[src/rtl/subreg_file.sv]
module subreg_file #(
  parameter int W      = 16,
  parameter int NREG   = 16,
  parameter int NBYTE  = 8,
  parameter int DW     = 4 * W
) (
  input  logic          clk,
  input  logic          rst_n,
  input  logic          sys_mode,
  input  logic          wr_en,
  input  logic [1:0]    wr_size,
  input  logic [3:0]    wr_idx,
  input  logic [DW-1:0] wr_data,
  output logic          wr_bad,
  input  logic [1:0]    rda_size,
  input  logic [3:0]    rda_idx,
  output logic [DW-1:0] rda_data,
  output logic          rda_bad,
  input  logic [1:0]    rdb_size,
  input  logic [3:0]    rdb_idx,
  output logic [DW-1:0] rdb_data,
  output logic          rdb_bad,
  output logic [2*W-1:0] sp_addr
);
  localparam logic [1:0] SZ_BYTE = 2'd0;
  localparam logic [1:0] SZ_WORD = 2'd1;
  localparam logic [1:0] SZ_PAIR = 2'd2;
  localparam logic [1:0] SZ_QUAD = 2'd3;
  localparam int SP = NREG - 1;
  localparam int SEG = NREG - 2;
  localparam int HB = W / 2;

  logic [W-1:0] gpr [0:SP-1];
  logic [W-1:0] sp_sys, sp_usr;
  logic [NREG-1:0][W-1:0] cur;
  logic [NREG-1:0][W-1:0] nxt;
  logic [NREG-1:0]        hit;

  function automatic logic misaligned(input logic [1:0] sz, input logic [3:0] ix);
    return (sz == SZ_PAIR && ix[0]) || (sz == SZ_QUAD && ix[1:0] != 2'b00);
  endfunction

  function automatic logic [DW-1:0] fetch(input logic [1:0] sz, input logic [3:0] ix,
                                          input logic [NREG-1:0][W-1:0] v);
    logic [DW-1:0] r;
    r = '0;
    if (!misaligned(sz, ix)) begin
      case (sz)
        SZ_BYTE: r[HB-1:0] = ix[3] ? v[{1'b0, ix[2:0]}][HB-1:0]
                                   : v[{1'b0, ix[2:0]}][W-1:HB];
        SZ_WORD: r[W-1:0] = v[ix];
        SZ_PAIR: r[2*W-1:0] = {v[{ix[3:1], 1'b0}], v[{ix[3:1], 1'b1}]};
        default: r = {v[{ix[3:2], 2'b00}], v[{ix[3:2], 2'b01}],
                      v[{ix[3:2], 2'b10}], v[{ix[3:2], 2'b11}]};
      endcase
    end
    return r;
  endfunction

  generate
    for (genvar g = 0; g < SP; g++) begin : g_view
      assign cur[g] = gpr[g];
    end
  endgenerate
  assign cur[SP] = sys_mode ? sp_sys : sp_usr;

  assign wr_bad   = wr_en && misaligned(wr_size, wr_idx);
  assign rda_bad  = misaligned(rda_size, rda_idx);
  assign rdb_bad  = misaligned(rdb_size, rdb_idx);
  assign rda_data = fetch(rda_size, rda_idx, cur);
  assign rdb_data = fetch(rdb_size, rdb_idx, cur);
  assign sp_addr  = {cur[SEG], cur[SP]};

  always_comb begin
    for (int k = 0; k < NREG; k++) begin
      logic [3:0] kk;
      kk = 4'(k);
      hit[k] = 1'b0;
      nxt[k] = cur[k];
      if (wr_en && !wr_bad) begin
        case (wr_size)
          SZ_BYTE: if (k < NBYTE && wr_idx[2:0] == kk[2:0]) begin
            hit[k] = 1'b1;
            if (wr_idx[3]) nxt[k][HB-1:0] = wr_data[HB-1:0];
            else           nxt[k][W-1:HB] = wr_data[HB-1:0];
          end
          SZ_WORD: if (wr_idx == kk) begin
            hit[k] = 1'b1;
            nxt[k] = wr_data[W-1:0];
          end
          SZ_PAIR: if (wr_idx[3:1] == kk[3:1]) begin
            hit[k] = 1'b1;
            nxt[k] = kk[0] ? wr_data[W-1:0] : wr_data[2*W-1:W];
          end
          default: if (wr_idx[3:2] == kk[3:2]) begin
            hit[k] = 1'b1;
            nxt[k] = wr_data[(3 - int'(kk[1:0])) * W +: W];
          end
        endcase
      end
    end
  end

  always_ff @(posedge clk or negedge rst_n) begin
    if (!rst_n) begin
      for (int k = 0; k < SP; k++) gpr[k] <= '0;
      sp_sys <= '0;
      sp_usr <= '0;
    end else begin
      for (int k = 0; k < SP; k++)
        if (hit[k]) gpr[k] <= nxt[k];
      if (hit[SP]) begin
        if (sys_mode) sp_sys <= nxt[SP];
        else          sp_usr <= nxt[SP];
      end
    end
  end
endmodule

[config.mk]
export PLATFORM = sky130hd
export DESIGN_NAME = subreg_file
export DESIGN_NICKNAME = d
export VERILOG_FILES = /design/src/rtl/subreg_file.sv
export SDC_FILE = /design/constraint.sdc
export NUM_CORES = 1
export LEC_CHECK = 0
export ABC_CLOCK_PERIOD_IN_PS = 3800
export CORE_UTILIZATION = 35
export CTS_CLUSTER_SIZE = 8
export DETAILED_ROUTE_END_ITERATION = 8
export GPL_ROUTABILITY_DRIVEN = 0
export PLACE_DENSITY_LB_ADDON = 0.15
export SLEW_MARGIN = 25
export SYNTH_ARGS = -nofsm -noshare
export SYNTH_HDL_FRONTEND = slang
export SYNTH_SLANG_ARGS = --single-unit
[constraint.sdc]
create_clock -name clk -period 3.8 [get_ports clk]
set_input_delay 0.76 -clock clk [delete_from_list [all_inputs] [get_ports clk]]
set_output_delay 0.76 -clock clk [all_outputs]
set_load 0.03 [all_outputs]
# Yosys cells after proc, flatten, opt, wreduce, memory -nomap -nowiden

Cells that the tools add are included.

Register bits: 272
Input bits: 86
Output and inout bits: 163
Word-level logic and storage cells: 360

Magnitude comparators: 16
Eq/ne operators: 74
Muxes and demuxes: 188
Bitwise logic cells: 2
Reductions and logical operators: 55

Operators with widths:

| operator             | number |
|---|---|
| $mux W16             | 74 |
| $pmux W16 S3         | 16 |
| $bmux W16 S3         | 6 |
| $bmux W16 S2         | 8 |
| $bmux W16 S4         | 2 |
| $mux W64             | 2 |
| $reduce_and A7 Y1    | 16 |
| $pmux W8 S3          | 4 |
| $lt A4 B5 Y1 const B | 14 |
| $mux W32             | 2 |
| $pmux W16 S2         | 2 |
| $mux W1              | 52 |
| $ne A2 B2 Y1 const B | 25 |
| $pmux W1 S3          | 16 |
| $reduce_and A6 Y1    | 7 |
| $eq A4 B4 Y1 const B | 8 |
| $mux W8              | 4 |
| $eq A3 B3 Y1 const B | 8 |
| $eq A2 B2 Y1 const B | 8 |
| $eq A4 B3 Y1 const B | 4 |
| $ne A2 B1 Y1 const B | 8 |
| $eq A3 B2 Y1 const B | 4 |
| $lt A3 B5 Y1 const B | 2 |
| $eq A2 B1 Y1 const B | 4 |
| 16 further kinds     | 39 |

# Longest topological paths before layout

Gate-level depths: netlist of run 1.

Word-level depth: 8
Depth in mapped cells: 10
Gate-level depth less buffers: 7

# Worst setup path after synthesis of run 1

OpenSTA, ideal clock, no wires.

Kind: input-to-output
Start: input rda_idx[2]
End: output rda_data[7]
Arrival: 2.708 ns
Required time: 3.040 ns
Setup slack: 0.332 ns
Cell stages on the path: 7
Path buffers: 3
Cells stage by stage: buf_2 -> buf_4 -> buf_2 -> inv_1 -> mux2_2 -> a311oi_1 -> a211oi_1

Word-level cells in the longest chain between the ends: 5
Elaborated cells on any way between the ends: 11
Classes of those cells: mux (11)

Ends and longest elaborated chain:

| what                           | line   | text |
|---|---|---|
| start, declared                | 16     | `input logic [3:0] rda_idx,` |
| $bmux W16 S3                   | 49, 50 |  |
| $mux W16 (implied by the code) | 50     | `: v[{1'b0, ix[2:0]}][W-1:HB];` |
| $mux W8                        | 49     | `SZ_BYTE: r[HB-1:0] = ix[3] ? v[{1'b0, ix[2:0]}][HB-1:0]` |
| $pmux W8 S3 *                  | 48     | `case (sz)` |
| $mux W64 *                     | 47     | `if (!misaligned(sz, ix)) begin` |
| end, declared                  | 17     | `output logic [DW-1:0] rda_data,` |

Every way passes the cells marked *; elsewhere a longest branch is shown, timed or not. The select of a mux whose other input is x is not followed.

# Worst setup path after layout of run 1

Start: input rda_idx[0]
End: output rda_data[6]

Word-level cells in the longest chain between the ends: 5
Elaborated cells on any way between the ends: 11
Classes of those cells: mux (7); reduce/logical (4)

Ends and longest elaborated chain:

| what                           | line |
|---|---|
| $bmux W16 S3                   | 49, 50 |
| $mux W16 (implied by the code) | 50 |
| $mux W8                        | 49 |
| $pmux W8 S3                    | 48 |
| $mux W64 *                     | 47 |

Marked as above.

==> Flow_metrics.wiki, run 1 <==
{| class="wikitable"
! Metric !! Value
|-
| FF-to-FF Start || sp_addr[23]$_DFFE_PN0P_
|-
| Number of global-route vias before repair || 20000
|-
| Starting DRT DRC Count || 2032
|-
| Synthesized netlist cell count || 2013
|-
| Placeable Area || 63200 um2
|-
| Post-synthesis net count || 2103
|-
| Maximum number of buffers from clock root to sink || 3
|-
| Effective utilization at floorplan || 35.5%
|-
| Dpl cells || 3091
|-
| Antenna violations before repair || 2
|-
| Ports || 249
|-
| Worst slew margin || 46.6%
|-
| Fraction of final layout cells sized beyond drive strength 1 || 40.8%
|-
| Standard-cell rows || 92
|-
| Number of pins with negative max-slew slack in the final report || 0
|-
| Post-layout nets || 2384
|-
| Final Routed Wirelength || 98.5 mm
|-
| Total Routing Usage GR || 30.2%
|-
| Fraction of power consumed by the clock network || 20.8%
|-
| Horiz. Die Dim || 255 um
|-
| Total standard cell area after synthesis || 22500 um2
|-
| Share of power burned in registers || 34.3%
|-
| Period minus WS final || 3.81 ns
|-
| Filler Cell Count || 5784
|-
| Area growth from synthesis to final layout || 29.9%
|-
| Max-cap violation count || 0
|-
| Die Ht || 255 um
|-
| Setup CP Type || input pin to output pin
|-
| Main flop type after synthesis || sky130_fd_sc_hd__dfrtp_1
|-
| Transition at the pin with the smallest max-transition slack || 0.799 ns
|-
| Static leakage || 12.0 nW
|-
| Setup clock skew after layout || 0 ns
|-
| CTS tree || done
|-
| Count of port buffers added during placement || 248
|-
| Wire length on met2 || 48.6 mm
|-
| Leading post-synthesis cells by instance count || sky130_fd_sc_hd__dfrtp_1, sky130_fd_sc_hd__mux4_2, sky130_fd_sc_hd__mux2_2
|-
| Max layer used || met5
|-
| Violations in the final reports || setup timing
|-
| Status || finished, violations left
|-
| Clock root buffer || sky130_fd_sc_hd__clkbuf_16
|-
| Most used standard cell by instance count after synthesis || sky130_fd_sc_hd__dfrtp_1
|-
| Critical path launch point || rda_idx[0]
|-
| Leading cell types by total area after synthesis || sky130_fd_sc_hd__dfrtp_1, sky130_fd_sc_hd__mux4_2, sky130_fd_sc_hd__mux2_2
|-
| Area used by multi-input combinational logic || 14600 um2
|-
| Worst-path clk slew || 0.05 ns
|-
| Die Area || 65200 um2
|-
| Clock latency on the worst-skew pair || 0.56 ns
|-
| Power Internal || 9.51 mW
|-
| Number of flops mapped to enable cells by yosys || 0
|-
| Total routed wire length on the met1 layer || 36.1 mm
|-
| Storage cell area || 6810 um2
|-
| Post-layout total power || 15.4 mW
|-
| Power per Cell Area || 529 nW/um2
|-
| Maximum number of pins on one net before global-route repair || 89
|-
| Relative contribution of combinational cells to total power || 44.9%
|-
| Seq cells post-synth || 272
|-
| Setup violators final || 1
|-
| Sequential area share after synthesis || 30.3%
|-
| Share of the synthesized area in the top cell type || 30.3%
|-
| Peak supply drop || 0.288 mV
|-
| Critical path endpoint category || output pin
|-
| Hold Worst Slack || 0.221 ns
|-
| Fmax || 262 MHz
|-
| Detailed-router iteration count before antenna repair || 6
|-
| Post-synthesis cell type with the largest combined area || sky130_fd_sc_hd__dfrtp_1
|-
| Met3 layer wire length in the routed design || 8.74 mm
|-
| Clock Sinks || 272
|-
| Half-perimeter wire length of the detailed placement result || 74.6 mm
|-
| # H-tree levels || 2
|-
| Global-route wire length before repair || 140 mm
|-
| Switching pwr || 5.91 mW
|-
| Data arrival time of the worst path || 3.05 ns
|-
| Number of synthesis warnings || 0
|-
| Largest fanout on the critical path || 8
|-
| Number of nets with antenna violations after routing || 0
|-
| Cts hold-fix bufs || 0
|-
| Proportion of register bits with asynchronous set or reset after synthesis || 100%
|-
| Mean number of vias per cell || 6.34
|-
| Post-route fraction of the period consumed by the critical path || 100%
|-
| Final worst-path setup slack || -0.0115 ns
|-
| Launching element type of the critical path || input pin
|-
| DR WL/cell || 31.3 um
|-
| Overall via count from detail_route || 20000
|-
| Switching part of the total || 38.3%
|-
| Hold crit path type || input pin to asynchronous set/reset pin
|-
| Hold violation total from the final report || 0
|-
| Remaining routing DRC violations || 0
|-
| Synthesized area per cell || 11.2 um2
|-
| Endpoint required time on the critical path || 3.04 ns
|-
| Clock buffers created by TritonCTS || 40
|-
| Utilization after layout || 46.1%
|-
| Number of distinct library cell variants in the gate-level netlist after synthesis || 68
|-
| Filler-free cell count of the finished design || 3146
|-
| Overall overflow remaining after global route || 0
|}
-- worst max-delay path: stages --
cell	delay, ns
sky130_fd_sc_hd__clkdlybuf4s50_1	0.45
sky130_fd_sc_hd__buf_4	0.14
sky130_fd_sc_hd__clkinv_1	0.27
sky130_fd_sc_hd__buf_4	0.25
sky130_fd_sc_hd__buf_4	0.18
sky130_fd_sc_hd__mux2_2	0.24
sky130_fd_sc_hd__a21oi_1	0.05
sky130_fd_sc_hd__a31oi_1	0.45
sky130_fd_sc_hd__buf_4	0.26
-- per-layer routing --
metal / up-vias / global-route usage, %
met5: - / 0
met4: 2 / 14.8
met3: 227 / 5.23
met2: 1178 / 51.5
met1: 10200 / 37.0
li1: 8307 / -
-- timing repair --
item                       in CTS  in global routing
gates resized for setup         8                 12
pin swaps                       2                  2
gates cloned                    1                  0
setup buffers                   4                  2
setup endpoints to repair      31                 21
-- final timing paths --
kind	to	slack [ns]	cells past startpoint
worst max-delay path	rda_data[6]	-0.01	9
worst min-delay path	cur[92]$_DFFE_PN0P_	0.22	1
worst max register to register	sp_addr[23]$_DFFE_PN0P_	2.86	3
worst min register to register	sp_usr[15]$_DFFE_PN0P_	0.49	1
max in group asynchronous	cur[179]$_DFFE_PN0P_	2.47	2
min in group clk	sp_usr[15]$_DFFE_PN0P_	0.49	1
-- cell usage in the layout (no fill, tap or decap), types with 17 or more instances in the layout --
cell type                         netlist  routed
sky130_fd_sc_hd__mux2_2               223     223
sky130_fd_sc_hd__o21ai_0               78      77
sky130_fd_sc_hd__mux4_2               241     241
sky130_fd_sc_hd__clkbuf_16              0      41
sky130_fd_sc_hd__a22oi_1               31      31
sky130_fd_sc_hd__clkdlybuf4s50_1        0      93
sky130_fd_sc_hd__buf_4                 45     229
sky130_fd_sc_hd__buf_12                 0     145
sky130_fd_sc_hd__a31oi_1               31      28
sky130_fd_sc_hd__dfrtp_1              272     272
sky130_fd_sc_hd__a211oi_1              18      17
sky130_fd_sc_hd__nor2b_1               72      72
sky130_fd_sc_hd__and3_1                35      35
sky130_fd_sc_hd__nand2_1              105     105
sky130_fd_sc_hd__nor2_1               125     122
sky130_fd_sc_hd__a21oi_1              199     197
sky130_fd_sc_hd__a22o_1                40      40
sky130_fd_sc_hd__mux2i_1              125     124
-- cells by family (layout without fill, tap and decap cells) --
family	Yosys count	count (layout)	synth area share, %
other	0	1	0
AO/OA/AOI/OAI	487	487	13.6
multiplexers	595	595	41.3
buffers and inverters	251	537	5.39
flip-flops	272	272	30.3
AND/OR/NAND/NOR	403	403	9.09
adder cells (fa/ha/maj)	4	4	0.223
XOR/XNOR	1	1	0.0390
-- final cells by class --
class	count	area share, %
multi-input combinational	1490	49.9
antenna	1	0.00858
clock inverter	1	0.0172
tap	846	3.63
inverter	17	0.219
clock buffer	46	3.58
timing repair buffer	473	19.3
sequential	272	23.3
-- per-stage QoR --
stage	area, um2	setup slack (ns)	setup TNS, ns
3_3_place_gp	28000	-0.245	-3.19
4_1_cts	29100	0.00446	0
6_report	29200	-0.0115	-0.0115
3_5_place_dp	28000	-0.277	-3.27
2_1_floorplan	22500	0.332	0
5_1_grt	29200	-0.0229	-0.0229
-- flip-flops by register name, indices dropped and copies added, names as in the netlist --
name     flops
cur        224
sp_addr     16
sp_sys      16
sp_usr      16
-- power groups by stage --
stage	Clock, mW	Combinational, mW	Sequential (mW)
after global routing	3.37	7.26	5.41
after CTS	3.26	6.87	5.24
after floorplan	0	4.47	4.63
after detailed placement	0	6.82	5.29
after global placement	0	6.74	5.20
final	3.21	6.92	5.29
Note: power is estimated with default switching activity, not from simulation.
==> run 2: changes to the inputs <==
==> constraint.sdc (replaced) <==
create_clock -name clk -period 3.8 [get_ports clk]
set_input_delay 0.76 -clock clk [delete_from_list [all_inputs] [get_ports clk]]
set_output_delay 0.76 -clock clk [all_outputs]
set_load 0.05 [all_outputs]
==> run 2 against run 1 <==
Compared with the run above:
- the run still ends with setup timing left
- sequential share of layout area decreased by 0.20 points
- register-to-register slack improved by 0.03 ns
- hold slack improved by 0.018 ns
- total power increased by 3.0%
- sequential power about the same
==> Flow_metrics.wiki, run 2 (synthesis results as in run 1) <==
{| class="wikitable"
! Metric !! Value
|-
| Status || finished, violations left (unchanged)
|-
| Violations in the final reports || setup timing (unchanged)
|-
| Area used by multi-input combinational logic || 14600 um2 (about the same)
|-
| Fraction of final layout cells sized beyond drive strength 1 || 41.2% (was 40.8%)
|-
| Utilization after layout || 46.6% (was 46.1%)
|-
| CP cell instances || clkbuf_8 -> buf_4 -> mux4_2 -> mux2i_1 -> buf_4 -> o22a_1 -> a31oi_1 -> buf_12 (was clkdlybuf4s50_1 -> buf_4 -> clkinv_1 -> buf_4 -> buf_4 -> mux2_2 -> a21oi_1 -> a31oi_1 -> buf_4)
|-
| Cts hold-fix bufs || 0 (unchanged)
|-
| Transition at the pin with the smallest max-transition slack || 0.809 ns (was 0.799 ns)
|-
| Post-layout total power || 15.9 mW (was 15.4 mW)
|-
| Hold violation total from the final report || 0 (unchanged)
|-
| Power per Cell Area || 540 nW/um2 (was 529 nW/um2)
|-
| Commonest non-fill, non-tap cells in the layout || sky130_fd_sc_hd__dfrtp_1, sky130_fd_sc_hd__mux4_2, sky130_fd_sc_hd__mux2_2 (was sky130_fd_sc_hd__dfrtp_1, sky130_fd_sc_hd__mux4_2, sky130_fd_sc_hd__buf_4)
|-
| Starting DRT DRC Count || 1971 (was 2032)
|-
| Half-perimeter wire length of the detailed placement result || 75.0 mm (was 74.6 mm)
|-
| Period minus WS final || 3.83 ns (was 3.81 ns)
|-
| Final worst-path setup slack || -0.0320 ns (was -0.0115 ns)
|-
| Data arrival time of the worst path || 3.07 ns (was 3.05 ns)
|-
| Setup violators final || 1 (unchanged)
|-
| Number of buffer and inverter instances along the worst setup path || 4 (was 6)
|-
| Max-cap violation count || 0 (unchanged)
|-
| Largest fanout on the critical path || 14 (was 8)
|-
| Hold crit path type || input pin to asynchronous set/reset pin (unchanged)
|-
| Total Routing Usage GR || 30.1% (was 30.2%)
|-
| Maximum number of buffers from clock root to sink || 3 (unchanged)
|-
| Overall overflow remaining after global route || 0 (unchanged)
|-
| Effective utilization at floorplan || 35.5% (unchanged)
|-
| Number of cells on the worst reg-to-reg path || 3 (unchanged)
|-
| Post-layout nets || 2389 (was 2384)
|-
| Clock root buffer || sky130_fd_sc_hd__clkbuf_16 (unchanged)
|-
| Clock buffers created by TritonCTS || 40 (unchanged)
|-
| Busiest metal layer after global routing || met2 (unchanged)
|-
| Critical path endpoint category || output pin (unchanged)
|-
| Die Ht || 255 um (unchanged)
|-
| Delay contributed by the slowest stage of the critical path || 0.58 ns (was 0.45 ns)
|-
| DR WL/cell || 31.0 um (was 31.3 um)
|-
| Ports || 249 (unchanged)
|-
| Standard-cell rows || 92 (unchanged)
|-
| Minimum setup slack among reg-to-reg paths || 2.89 ns (was 2.86 ns)
|-
| Launching element type of the critical path || input pin (unchanged)
|-
| Number of pins with negative max-slew slack in the final report || 0 (unchanged)
|-
| Area growth from synthesis to final layout || 31.0% (was 29.9%)
|-
| Count of port buffers added during placement || 248 (unchanged)
|-
| Detailed-router iteration count before antenna repair || 7 (was 6)
|-
| Peak supply drop || 0.287 mV (was 0.288 mV)
|-
| Capture point of the worst path || rda_data[5] (was rda_data[6])
|-
| # H-tree levels || 2 (unchanged)
|-
| Worst reg2reg endpoint || cur[167]$_DFFE_PN0P_ (was sp_addr[23]$_DFFE_PN0P_)
|-
| Number of global-route vias before repair || 20000 (about the same)
|-
| Clock latency on the worst-skew pair || 0.55 ns (was 0.56 ns)
|-
| Maximum number of pins on one net before global-route repair || 90 (was 89)
|-
| Worst-path clk slew || 0.05 ns (about the same)
|-
| Clock Sinks || 272 (unchanged)
|-
| RSZ-0062 raised after global routing || false
|-
| Final Routed Wirelength || 97.8 mm (was 98.5 mm)
|-
| Setup clock skew after layout || 0 ns (unchanged)
|-
| DP Worst Slack || -0.182 ns (was -0.277 ns)
|-
| Endpoint required time on the critical path || 3.04 ns (about the same)
|-
| Fmax || 261 MHz (was 262 MHz)
|-
| Number of nets with antenna violations after routing || 0 (unchanged)
|-
| Global-route wire length before repair || 140 mm (about the same)
|-
| Levels on crit path || 8 (was 9)
|-
| Placeable Area || 63200 um2 (unchanged)
|-
| Worst slew margin || 45.9% (was 46.6%)
|-
| Die Area || 65200 um2 (unchanged)
|-
| Setup CP Type || input pin to output pin (unchanged)
|-
| Remaining routing DRC violations || 0 (unchanged)
|-
| Mean number of vias per cell || 6.33 (was 6.34)
|-
| Static leakage || 12.1 nW (was 12.0 nW)
|-
| GR met2 Demand/Resource || 50.8% (was 51.5%)
|-
| Critical path launch point || rda_idx[2] (was rda_idx[0])
|-
| Most common library cell in the layout ignoring fill and taps || sky130_fd_sc_hd__dfrtp_1 (unchanged)
|-
| GRT met1 Usage || 36.7% (was 37.0%)
|-
| Post-route fraction of the period consumed by the critical path || 101% (was 100%)
|-
| Met3 Resource Use GR || 5.94% (was 5.23%)
|-
| Antenna violations before repair || 1 (was 2)
|-
| CTS tree || done (unchanged)
|-
| Filler Cell Count || 5776 (was 5784)
|-
| CP dominant cell by count || sky130_fd_sc_hd__buf_4 (unchanged)
|-
| Slowest stage cell, crit path || sky130_fd_sc_hd__mux4_2 (was sky130_fd_sc_hd__clkdlybuf4s50_1)
|-
| Horiz. Die Dim || 255 um (unchanged)
|-
| Dominant delay contributor by cell family on the critical path || multiplexers (was buffers and inverters)
|-
| Storage cell area || 6810 um2 (unchanged)
|-
| Overall via count from detail_route || 19900 (was 20000)
|-
| Number of flip-flops in the largest register || 224 (unchanged)
|-
| FF-to-FF Start || cur[167]$_DFFE_PN0P_ (was sp_addr[23]$_DFFE_PN0P_)
|}
-- run 2: cell types whose count changed in the layout (fill, tap and decap cells not counted), moves of 2 or more --
| cell | delta |
|---|---|
| sky130_fd_sc_hd__buf_12 | +16 |
| sky130_fd_sc_hd__buf_4 | -11 |
| sky130_fd_sc_hd__buf_6 | +3 |
| sky130_fd_sc_hd__nor2_2 | +3 |
| sky130_fd_sc_hd__clkbuf_8 | +2 |
| sky130_fd_sc_hd__clkdlybuf4s50_1 | -2 |
| sky130_fd_sc_hd__nor2_1 | -2 |
-- run 2: repair_timing --
action                     in CTS  in global routing
buffers inserted                2                  0
setup endpoints to repair      31                 18
cloned                          0                  0
gates resized for setup         6                 16
pin swaps                       2                  1
-- run 2: worst min path at each step --
stage / startpoint / end
after floorplan: rst_n / cur[0]$_DFFE_PN0P_
after global placement: cur[169]$_DFFE_PN0P_ / cur[169]$_DFFE_PN0P_
after detailed placement: sp_sys[1]$_DFFE_PN0P_ / sp_sys[1]$_DFFE_PN0P_
after CTS: rst_n / cur[187]$_DFFE_PN0P_
after global routing: rst_n / cur[187]$_DFFE_PN0P_
final: rst_n / cur[218]$_DFFE_PN0P_
-- run 2: layout make-up --
class / count / share of cell area (%)
multi-input cells: 1490 / 49.5
flip-flops and latches: 272 / 23.1
repair buffers: 478 / 19.9
clock buffers: 47 / 3.63
well taps: 846 / 3.60
inverters: 17 / 0.230
diodes: 1 / 0.00851
-- run 2: routing by layer --
layer | up-vias | share of wire (%)
met2 | 1110 | 49
met4 | 0 | 5.5
met1 | 10300 | 37
li1 | 8327 | -
met5 | - | 0
met3 | 230 | 8.2
-- run 2: through the flow --
step                      hold WS, ns  setup TNS (ns)  area (um2)  cells
final                           0.239         -0.0320       29400   3151
after global routing            0.290               0       29400   3150
after CTS                       0.248               0       29400   3150
after detailed placement        0.479           -2.95       28200   3101
after global placement          0.479           -3.27       28200   3100
after floorplan                 0.461               0       22500   2013
-- run 2: where the power goes --
| part | total [mW] | internal [mW] | switching, mW |
|---|---|---|---|
| sequential | 5.28 | 3.87 | 1.41 |
| clock | 3.24 | 1.94 | 1.30 |
| combinational | 7.36 | 3.80 | 3.56 |
